[src/rtl/adpll_seq_pkg.sv]
package adpll_seq_pkg;

    typedef enum logic [3:0] {
        ST_IDLE,
        ST_COARSE,
        ST_CAP1,
        ST_CLR1,
        ST_LOAD1,
        ST_FINE,
        ST_CAP2,
        ST_CLR2,
        ST_LOAD2,
        ST_TRACK,
        ST_WAIT_GCHG,
        ST_GAIN_LD,
        ST_DONE
    } seq_state_e;

    typedef struct packed {
        logic cap;
        logic clr;
        logic load;
        logic gld;
        logic integ;
        logic fine;
        logic fin;
    } seq_out_t;

    function automatic seq_out_t decode_state(seq_state_e s);
        seq_out_t o;
        o       = '0;
        o.cap   = (s == ST_CAP1)  || (s == ST_CAP2);
        o.clr   = (s == ST_CLR1)  || (s == ST_CLR2);
        o.load  = (s == ST_LOAD1) || (s == ST_LOAD2);
        o.gld   = (s == ST_GAIN_LD);
        o.integ = (s == ST_TRACK) || (s == ST_WAIT_GCHG) ||
                  (s == ST_GAIN_LD) || (s == ST_DONE);
        o.fine  = !((s == ST_IDLE) || (s == ST_COARSE) || (s == ST_CAP1) ||
                    (s == ST_CLR1) || (s == ST_LOAD1));
        o.fin   = (s == ST_DONE);
        return o;
    endfunction

endpackage

[src/rtl/adpll_edge_bank.sv]
module adpll_edge_bank #(
    parameter int N = 2
) (
    input  logic         clk,
    input  logic         rst,
    input  logic [N-1:0] lvl,
    output logic [N-1:0] rise
);
    for (genvar i = 0; i < N; i++) begin : g_flag
        logic prev_d, prev_q;

        always_comb begin
            prev_d  = lvl[i];
            rise[i] = lvl[i] & ~prev_q;
        end

        always_ff @(posedge clk) begin
            if (rst) prev_q <= 1'b0;
            else     prev_q <= prev_d;
        end
    end
endmodule

[src/rtl/adpll_dwell_timer.sv]
module adpll_dwell_timer #(
    parameter int CW = 12
) (
    input  logic          clk,
    input  logic          rst,
    input  logic          run,
    input  logic [CW-1:0] limit,
    output logic          expired
);
    logic [CW-1:0] cnt_d, cnt_q;
    logic [CW:0]   nxt;

    always_comb begin
        nxt     = {1'b0, cnt_q} + 1'b1;
        expired = run && (nxt >= {1'b0, limit});
        if (!run || expired)
            cnt_d = '0;
        else if (&cnt_q)
            cnt_d = cnt_q;
        else
            cnt_d = nxt[CW-1:0];
    end

    always_ff @(posedge clk) begin
        if (rst) cnt_q <= '0;
        else     cnt_q <= cnt_d;
    end
endmodule

[src/rtl/adpll_gain_bank.sv]
module adpll_gain_bank #(
    parameter int GW    = 16,
    parameter int SHW   = 3,
    parameter int NPAIR = 5,
    localparam int NSTEP = NPAIR - 1,
    localparam int IW    = $clog2(NPAIR)
) (
    input  logic                 clk,
    input  logic                 rst,
    input  logic                 init_ld,
    input  logic                 step,
    input  logic [GW-1:0]        a_init,
    input  logic [GW-1:0]        b_init,
    input  logic [NSTEP*SHW-1:0] a_sh,
    input  logic [NSTEP*SHW-1:0] b_sh,
    output logic [GW-1:0]        a_val,
    output logic [GW-1:0]        b_val,
    output logic [IW-1:0]        idx,
    output logic                 last
);
    typedef struct packed {
        logic [GW-1:0] a;
        logic [GW-1:0] b;
        logic [IW-1:0] k;
    } gain_reg_t;

    gain_reg_t r_d, r_q;
    logic [SHW-1:0] a_amt, b_amt;
    logic [SHW-1:0] a_tab [NSTEP];
    logic [SHW-1:0] b_tab [NSTEP];

    for (genvar s = 0; s < NSTEP; s++) begin : g_tab
        assign a_tab[s] = a_sh[s*SHW +: SHW];
        assign b_tab[s] = b_sh[s*SHW +: SHW];
    end

    always_comb begin
        a_amt = '0;
        b_amt = '0;
        for (int s = 0; s < NSTEP; s++) begin
            if (r_q.k == IW'(s)) begin
                a_amt = a_tab[s];
                b_amt = b_tab[s];
            end
        end
    end

    always_comb begin
        r_d = r_q;
        if (init_ld) begin
            r_d.a = a_init;
            r_d.b = b_init;
            r_d.k = '0;
        end else if (step && (r_q.k < IW'(NSTEP))) begin
            r_d.a = r_q.a >> a_amt;
            r_d.b = r_q.b >> b_amt;
            r_d.k = r_q.k + 1'b1;
        end
    end

    always_ff @(posedge clk) begin
        if (rst) r_q <= '0;
        else     r_q <= r_d;
    end

    assign a_val = r_q.a;
    assign b_val = r_q.b;
    assign idx   = r_q.k;
    assign last  = (r_q.k == IW'(NSTEP - 1));
endmodule

[src/rtl/adpll_lock_seq.sv]
module adpll_lock_seq
    import adpll_seq_pkg::*;
#(
    parameter int GW           = 16,
    parameter int SHW          = 3,
    parameter int NPAIR        = 5,
    parameter int CNTW         = 12,
    parameter int COARSE_SHIFT = 0,
    parameter int FINE_SHIFT   = 3,
    localparam int NSTEP = NPAIR - 1,
    localparam int IW    = $clog2(NPAIR)
) (
    input  logic                 clk,
    input  logic                 rst,
    input  logic                 start,
    input  logic [CNTW-1:0]      coarse_len,
    input  logic [CNTW-1:0]      fine_len,
    input  logic                 lock_in,
    input  logic                 gchg_in,
    input  logic [GW-1:0]        alpha_init,
    input  logic [GW-1:0]        beta_init,
    input  logic [NSTEP*SHW-1:0] alpha_shamt,
    input  logic [NSTEP*SHW-1:0] beta_shamt,
    output logic                 cap_stb,
    output logic                 pd_clr,
    output logic                 int_load,
    output logic                 gain_ld,
    output logic                 int_en,
    output logic [SHW-1:0]       acq_shift,
    output logic [GW-1:0]        alpha,
    output logic [GW-1:0]        beta,
    output logic [IW-1:0]        gain_step,
    output logic                 done
);
    typedef struct packed {
        seq_state_e st;
    } seq_reg_t;

    seq_reg_t s_d, s_q;
    seq_out_t dec;

    logic [1:0]      ev_rise;
    logic            lock_ev, gchg_ev;
    logic            tmr_run, tmr_exp;
    logic [CNTW-1:0] tmr_lim;
    logic            gain_init, gain_last;

    adpll_edge_bank #(.N(2)) i_edges (
        .clk  (clk),
        .rst  (rst),
        .lvl  ({gchg_in, lock_in}),
        .rise (ev_rise)
    );
    assign lock_ev = ev_rise[0];
    assign gchg_ev = ev_rise[1];

    always_comb begin
        tmr_run = (s_q.st == ST_COARSE) || (s_q.st == ST_FINE);
        tmr_lim = (s_q.st == ST_FINE) ? fine_len : coarse_len;
    end

    adpll_dwell_timer #(.CW(CNTW)) i_timer (
        .clk     (clk),
        .rst     (rst),
        .run     (tmr_run),
        .limit   (tmr_lim),
        .expired (tmr_exp)
    );

    assign gain_init = (s_q.st == ST_IDLE) && start;

    adpll_gain_bank #(.GW(GW), .SHW(SHW), .NPAIR(NPAIR)) i_gains (
        .clk     (clk),
        .rst     (rst),
        .init_ld (gain_init),
        .step    (dec.gld),
        .a_init  (alpha_init),
        .b_init  (beta_init),
        .a_sh    (alpha_shamt),
        .b_sh    (beta_shamt),
        .a_val   (alpha),
        .b_val   (beta),
        .idx     (gain_step),
        .last    (gain_last)
    );

    always_comb begin
        s_d = s_q;
        unique case (s_q.st)
            ST_IDLE:      if (start)   s_d.st = ST_COARSE;
            ST_COARSE:    if (tmr_exp) s_d.st = ST_CAP1;
            ST_CAP1:      s_d.st = ST_CLR1;
            ST_CLR1:      s_d.st = ST_LOAD1;
            ST_LOAD1:     s_d.st = ST_FINE;
            ST_FINE:      if (tmr_exp) s_d.st = ST_CAP2;
            ST_CAP2:      s_d.st = ST_CLR2;
            ST_CLR2:      s_d.st = ST_LOAD2;
            ST_LOAD2:     s_d.st = ST_TRACK;
            ST_TRACK:     if (lock_ev) s_d.st = ST_WAIT_GCHG;
            ST_WAIT_GCHG: if (gchg_ev) s_d.st = ST_GAIN_LD;
            ST_GAIN_LD:   s_d.st = gain_last ? ST_DONE : ST_TRACK;
            ST_DONE:      s_d.st = ST_DONE;
            default:      s_d.st = ST_IDLE;
        endcase
    end

    always_ff @(posedge clk) begin
        if (rst) s_q.st <= ST_IDLE;
        else     s_q    <= s_d;
    end

    assign dec       = decode_state(s_q.st);
    assign cap_stb   = dec.cap;
    assign pd_clr    = dec.clr;
    assign int_load  = dec.load;
    assign gain_ld   = dec.gld;
    assign int_en    = dec.integ;
    assign done      = dec.fin;
    assign acq_shift = dec.fine ? SHW'(FINE_SHIFT) : SHW'(COARSE_SHIFT);
endmodule

[config.mk]
export PLATFORM = sky130hd
export DESIGN_NAME = adpll_lock_seq
export DESIGN_NICKNAME = d
export VERILOG_FILES = /design/src/rtl/adpll_seq_pkg.sv /design/src/rtl/adpll_edge_bank.sv /design/src/rtl/adpll_dwell_timer.sv /design/src/rtl/adpll_gain_bank.sv /design/src/rtl/adpll_lock_seq.sv
export SDC_FILE = /design/constraint.sdc
export NUM_CORES = 1
export LEC_CHECK = 0
export ABC_CLOCK_PERIOD_IN_PS = 2860
export BUFFER_PORTS_ARGS = -buffer_cell sky130_fd_sc_hd__buf_2
export CORE_AREA = 3 3 94 105
export CTS_BUF_LIST = sky130_fd_sc_hd__clkbuf_16
export DETAILED_ROUTE_END_ITERATION = 10
export DIE_AREA = 0 0 97 108
export GPL_TIMING_DRIVEN = 0
export PLACE_DENSITY = 0.73
export SYNTH_ARGS = -nofsm -noshare
export SYNTH_HDL_FRONTEND = slang
export SYNTH_SLANG_ARGS = --single-unit
[constraint.sdc]
create_clock -name clk -period 2.86 [get_ports clk]
set_clock_uncertainty 0.05 [all_clocks]
set_input_delay 0.143 -clock clk [delete_from_list [all_inputs] [get_ports clk]]
set_output_delay 0.143 -clock clk [all_outputs]
set_load 0.005 [all_outputs]
Yosys cells after proc, flatten, opt, wreduce, memory -nomap -nowiden. Cells that the tools add are included.

$add $sub $neg: 2. Order comparisons: 2. Equality and inequality tests: 20. Shift operators: 2. Mux-type cells: 19. Bitwise logic cells: 4. Reductions and logical operators: 23.

Operators with widths (number): 35-bit two-way mux (2); 4-bit one-hot mux with 13 select lines (1); 16-bit by 3-bit right shift with 16-bit output (2); 3-bit two-way mux (9); 4-bit equality test, second input constant (5); 4-bit two-way mux (5); 4-bit by 3-bit equality test with 1-bit output, second input constant (4); 12-bit by 1-bit adder with 13-bit output, second input constant (1); 13-bit by 12-bit greater-or-equal comparator with 1-bit output (1); 1-bit logical OR (12); 12-bit two-way mux (1); 12-bit AND reduction (1); 4-bit by 2-bit equality test with 1-bit output, second input constant (2); 3-bit by 2-bit equality test with 1-bit output, second input constant (2); 2-bit != test, second input constant (3); 5-bit AND reduction (1); 4-bit by 1-bit equality test with 1-bit output, second input constant (1); 4-bit zero test (1); 2-bit by 1-bit != test with 1-bit output, second input constant (2); 2-bit OR reduction (2); 3-bit by 1-bit adder with 3-bit output, second input constant (1); 3-bit by 1-bit equality test with 1-bit output, second input constant (1); 1-bit logical AND (3); 3-bit zero test (1); other kinds (6) (8).

Flip-flop bits (word level): 53. Input port bits: 85. Word-level logic and storage cells: 79.

Logic depth before layout (Yosys ltp).
Depth in word-level cells: 8. Gate-level depth with buffers: 12.

Cells and area by module. Synthesis repeated with hierarchy kept, for this count alone.

Cells, all modules: 588. Area, all modules: 4649.5 um^2.

Modules (own cells, without submodules): adpll_gain_bank (times used 1, cells each 414, area an instance 3056.7 um^2); adpll_dwell_timer (times used 1, cells each 105, area an instance 979.7 um^2); adpll_lock_seq (times used 1, cells each 63, area an instance 543.0 um^2); adpll_edge_bank (times used 1, cells each 6, area an instance 70.1 um^2).

Worst setup path after synthesis. OpenSTA, ideal clock, no wires.

Path type: flip-flop to flip-flop. From: register s_q[3] (netlist bit). To: register i_timer.cnt_q[11]. Setup time: 0.065 ns. Arrival: 2.884 ns. Path slack: -0.139 ns. Stages on the path, launching flop included: 12. Period minus slack after synthesis: 2.999 ns. Cells stage by stage: dfxtp_1 -> nand2b_1 -> nor2_1 -> buf_1 -> mux2i_1 -> ha_1 -> o21a_1 -> o21ai_0 -> a31oi_1 -> a2111o_1 -> a31o_2 -> nor2b_1.

Longest elaborated chain between the ends: 6. Elaborated cells on any way between the ends: 9.

Ends and longest elaborated chain: from (decl) (RTL line adpll_lock_seq.sv:39) `seq_reg_t s_d, s_q;`; 4-bit by 3-bit equality test with 1-bit output (RTL line adpll_lock_seq.sv:58, adpll_lock_seq.sv:59); 12-bit two-way mux (RTL line adpll_lock_seq.sv:59) `tmr_lim = (s_q.st == ST_FINE) ? fine_len : coarse_len;`; 13-bit by 12-bit greater-or-equal comparator with 1-bit output (RTL line adpll_dwell_timer.sv:15) `expired = run && (nxt >= {1'b0, limit});`; 1-bit logical AND (RTL line adpll_dwell_timer.sv:15); 1-bit logical OR * (RTL line adpll_dwell_timer.sv:16) `if (!run || expired)`; 2-bit OR reduction (no line) *; to (signal assigned) (RTL line adpll_dwell_timer.sv:26) `else cnt_q <= cnt_d;`; to (decl) (RTL line adpll_dwell_timer.sv:10) `logic [CW-1:0] cnt_d, cnt_q;`.

Every way passes the cells marked *; elsewhere a longest branch is shown, timed or not. A chain may end at the register's enable or synchronous reset.

Worst setup path after layout.
From: register i_gains.r_q, in the netlist i_gains.idx[0]. To: register i_gains.r_q, in the netlist i_gains.b_val[4].

Longest elaborated chain between the ends: 8. Elaborated cells on any way between the ends: 14.

Ends and longest elaborated chain: from (decl) (RTL line adpll_gain_bank.sv:27) `gain_reg_t r_d, r_q;`; from (signal assigned) (RTL line adpll_gain_bank.sv:63) `else r_q <= r_d;`; 3-bit zero test (RTL line adpll_gain_bank.sv:41) `if (r_q.k == IW'(s)) begin`; 3-bit two-way mux (4 in series) (RTL line adpll_gain_bank.sv:41); 16-bit by 3-bit right shift with 16-bit output (RTL line adpll_gain_bank.sv:56) `r_d.b = r_q.b >> b_amt;`; 35-bit two-way mux (RTL line adpll_gain_bank.sv:54) `end else if (step && (r_q.k < IW'(NSTEP))) begin`; 35-bit two-way mux (RTL line adpll_gain_bank.sv:50) `if (init_ld) begin`.

Several ways; a longest one is shown, not always the timed one. The select of a mux whose other input is x is not followed.

==> flow_metrics.py <==
metrics = {
    "sta": {
        "max_freq_mhz": 362,
        "setup_viol": 0,
        "finalCriticalPeriod_ns": 2.76,
        "period_share_pct": 96.5,
        "hold_ws_ns": 0.0177,
        "hold_viol_final": 0,
        "slew_viol_final": 0,
        "tightest_slew_ns": 0.817,
        "setup_tns_ns": 0,
        "rsz0062_at_grt": "true",
        "relSlewSlack_pct": 45.1,
    },
    "die": {
        "ioPinCount": 129,
        "start_util_pct": 46.6,
        "coreArea_um2": 8870,
        "die_area_um2": 10500,
        "num_rows": 36,
        "die_x_um": 97,
        "die_h_um": 108,
    },
    "yosys": {
        "synth_enable_flop_cells": 0,
        "ys_ff_latch": 53,
        "syn_nets": 607,
        "synthArstFlopShare_pct": 0,
        "avgSynthCellArea_um2": 8.20,
        "syn-cell-area_um2": 4130,
        "synth_top_flop_cell": "dfxtp_1",
        "yosysSeqAreaShare_pct": 25.7,
        "netlist_instances": 504,
        "synth_cell_types": 64,
        "yosysWarnings": 0,
    },
    "routing": {
        "drt_iter0_drc": 406,
        "drc_errors": 0,
        "ant_nets": 0,
        "vias": 4746,
        "wl_per_cell_um": 19.6,
        "postRouteWirelength_um": 14800,
        "drtPass1Iterations": 6,
        "viasPerCell": 6.28,
    },
    "setup_path": {
        "r2r-start": "i_gains.idx[0]",
        "start_kind": "flip-flop",
        "path_max_fanout": 10,
        "path_class": "flip-flop to flip-flop",
        "critical_path_arrival_ns": 2.86,
        "cp-end-kind": "flip-flop",
        "reg2reg_slack_ns": 0.10,
        "r2r_end": "i_gains.b_val[4]",
        "reg2regPathDepth": 10,
        "crit_start": "i_gains.idx[0]",
        "critPathRequiredTime_ns": 2.96,
        "crit_end": "i_gains.b_val[4]",
    },
    "pwr": {
        "p_total_uw": 2690,
        "powerDensity_nw_per_um2": 510,
        "switchingPower_uw": 1040,
        "p_clk_share_pct": 23.2,
        "p_sw_share_pct": 38.8,
        "p_int_uw": 1650,
        "leakagePower_uw": 0.00218,
        "power.share.sequential_pct": 37.7,
        "vdd_drop_max_uv": 266,
        "pwr-share-comb_pct": 39.1,
    },
    "cts": {
        "hold_buffers": 0,
        "clk_pin_slew_ns": 0.07,
        "cts_sinks": 53,
        "cts_buffer_depth": 2,
        "root_buffer": "clkbuf_16",
        "cts-htree-levels": 2,
        "clock_latency_ns": 0.30,
        "cts_made_buffers": 5,
        "cts_tree": "done",
    },
    "grt": {
        "grt_max_degree": 18,
        "grt_pass1_vias": 4452,
        "grt_pass1_wl_um": 23400,
        "antenna_found_initial": 0,
        "track_usage_pct": 27.3,
        "gr-total-overflow": 0,
    },
    "finish": {
        "diodes": 0,
        "syn_to_final_growth_pct": 27.9,
        "fillers": 837,
        "drive_gt1_share_pct": 33.3,
        "fin_nets": 744,
    },
    "outcome": {
        "status": "completed",
    },
    "placed_design": {
        "portBuffers": 126,
        "dp_hpwl_um": 11300,
        "place.gp.congestion": 0.947,
    },
    "flow_run": {
        "maxCapViolCount": 0,
    },
    "hold_path": {
        "min-delay-path-class": "input pin to flip-flop",
    },
}
## critical path, cell delays in order, from the launching register on
cell	delay (ns)
dfxtp_2	0.35
ha_1	0.20
ha_1	0.24
or2_1	0.24
buf_6	0.16
a211o_4	0.37
nand2_2	0.11
buf_6	0.16
mux2_2	0.35
o211ai_1	0.24
a31oi_1	0.13
## cell families (layout without fill, tap and decap cells)
logic type	count (synthesis)	count (layout)	synth area share, %
AO/OA/AOI/OAI	173	173	30.3
AND/OR/NAND/NOR	167	167	21.1
flip-flops	53	53	25.7
buffers and inverters	43	181	4.57
multiplexers	38	38	10.5
adder cells (fa/ha/maj)	18	18	5.45
XOR/XNOR	11	11	2.33
other	1	1	0.0907
## per-stage QoR
step | cells | instance area [um2] | utilization, % | setup slack, ns
floorplan | 504 | 4130 | - | 0.0808
global placement | 744 | 4910 | 55.3 | -0.289
detailed placement | 744 | 4910 | 55.3 | -0.354
CTS | 752 | 5100 | 57.4 | 0.0114
global route | 756 | 5290 | 59.6 | -0.0403
finish | 756 | 5290 | 59.6 | 0.100
## power groups by stage
stage	combinational [uW]	sequential [uW]	clock (uW)
5_1_grt	1150	1030	661
4_1_cts	980	997	639
3_5_place_dp	962	1010	0
2_1_floorplan	611	974	0
3_3_place_gp	959	1010	0
6_report	1050	1010	626
## flip-flops by register name, indices dropped and copies added (netlist names)
name                   cells
i_gains.idx                3
s_q                        4
i_edges.g_flag.prev_q      2
i_gains.a_val             16
i_timer.cnt_q             12
i_gains.b_val             16
## final cells by class
cell class	instances	area (um2)	area share (%)
Multi-Input combinational cell	408	3040	57.5
Tap cell	114	143	2.70
Buffer	29	169	3.20
Inverter	13	48.8	0.923
Sequential cell	53	1070	20.2
Clock inverter	3	22.5	0.426
Clock buffer	5	125	2.37
Timing Repair Buffer	131	668	12.6
## repair_timing
action	CTS	global route
resized for setup	11	47
pin swaps	2	6
buffers inserted	1	4
setup endpoints to repair	21	43
## placed cells by master, fill, tap and decap left out, types with 7 or more instances in the layout
master / count
inv_1: 13
nor2b_1: 19
a21oi_1: 30
a211o_1: 7
and3_1: 8
buf_4: 10
a22oi_1: 18
buf_2: 128
a31oi_1: 23
a222oi_1: 10
nor2_1: 24
mux2i_1: 19
a221o_1: 7
nor3_1: 11
nand3_1: 22
o21ai_0: 24
ha_1: 17
nand2_1: 35
mux2_2: 12
clkbuf_1: 13
nand2b_1: 8
dfxtp_1: 47
## metal layers
layer / vias to the layer above / wire length, um / global-route usage (%)
met2: 273 / 6930 / 45.7
met4: 0 / 355 / 8.43
met3: 32 / 1480 / 6.32
met5: - / 0 / 0
li1: 2220 / - / -
met1: 2221 / 6060 / 35.2
## synth_stat cells (4+ instances only)
library cell  count  area (um2)
ha_1             18         225
a221oi_1          5        43.8
nand2_1          37         139
nor2b_1          19         119
nand3_1          22         110
mux2_2           12         135
inv_1            13        48.8
clkbuf_1         18        67.6
nor3_1           11        55.1
nand2b_1         10        62.6
o21ai_0          24         120
a32oi_1           4        35.0
dfxtp_1          53        1060
xnor2_1           7        61.3
o211ai_1          5        37.5
a21oi_1          33         165
a22oi_1          18         135
and2_1            5        31.3
mux2i_1          23         230
nand3b_1          4        30.0
a221o_1           7        70.1
a211o_1           8        70.1
nor2_1           29         109
buf_2             7        35.0
a31oi_1          23         144
and3_1           10        62.6
xor2_1            4        35.0
a222oi_1         10         100
nand4_1           5        31.3
## how the worst min path moves through the flow
stage	startpoint	endpoint	slack (ns)	cells past startpoint
after floorplan	lock_in	i_edges.g_flag[0].prev_q	0.22	1
after global placement	lock_in	i_edges.g_flag[0].prev_q	0.32	2
after detailed placement	gchg_in	i_edges.g_flag[1].prev_q	0.33	2
after CTS	gchg_in	i_edges.g_flag[1].prev_q	0.02	2
after global routing	alpha_init[15]	i_gains.a_val[15]	0.04	3
final	gchg_in	i_edges.g_flag[1].prev_q	0.02	2
(Power assumes the default switching activity.)
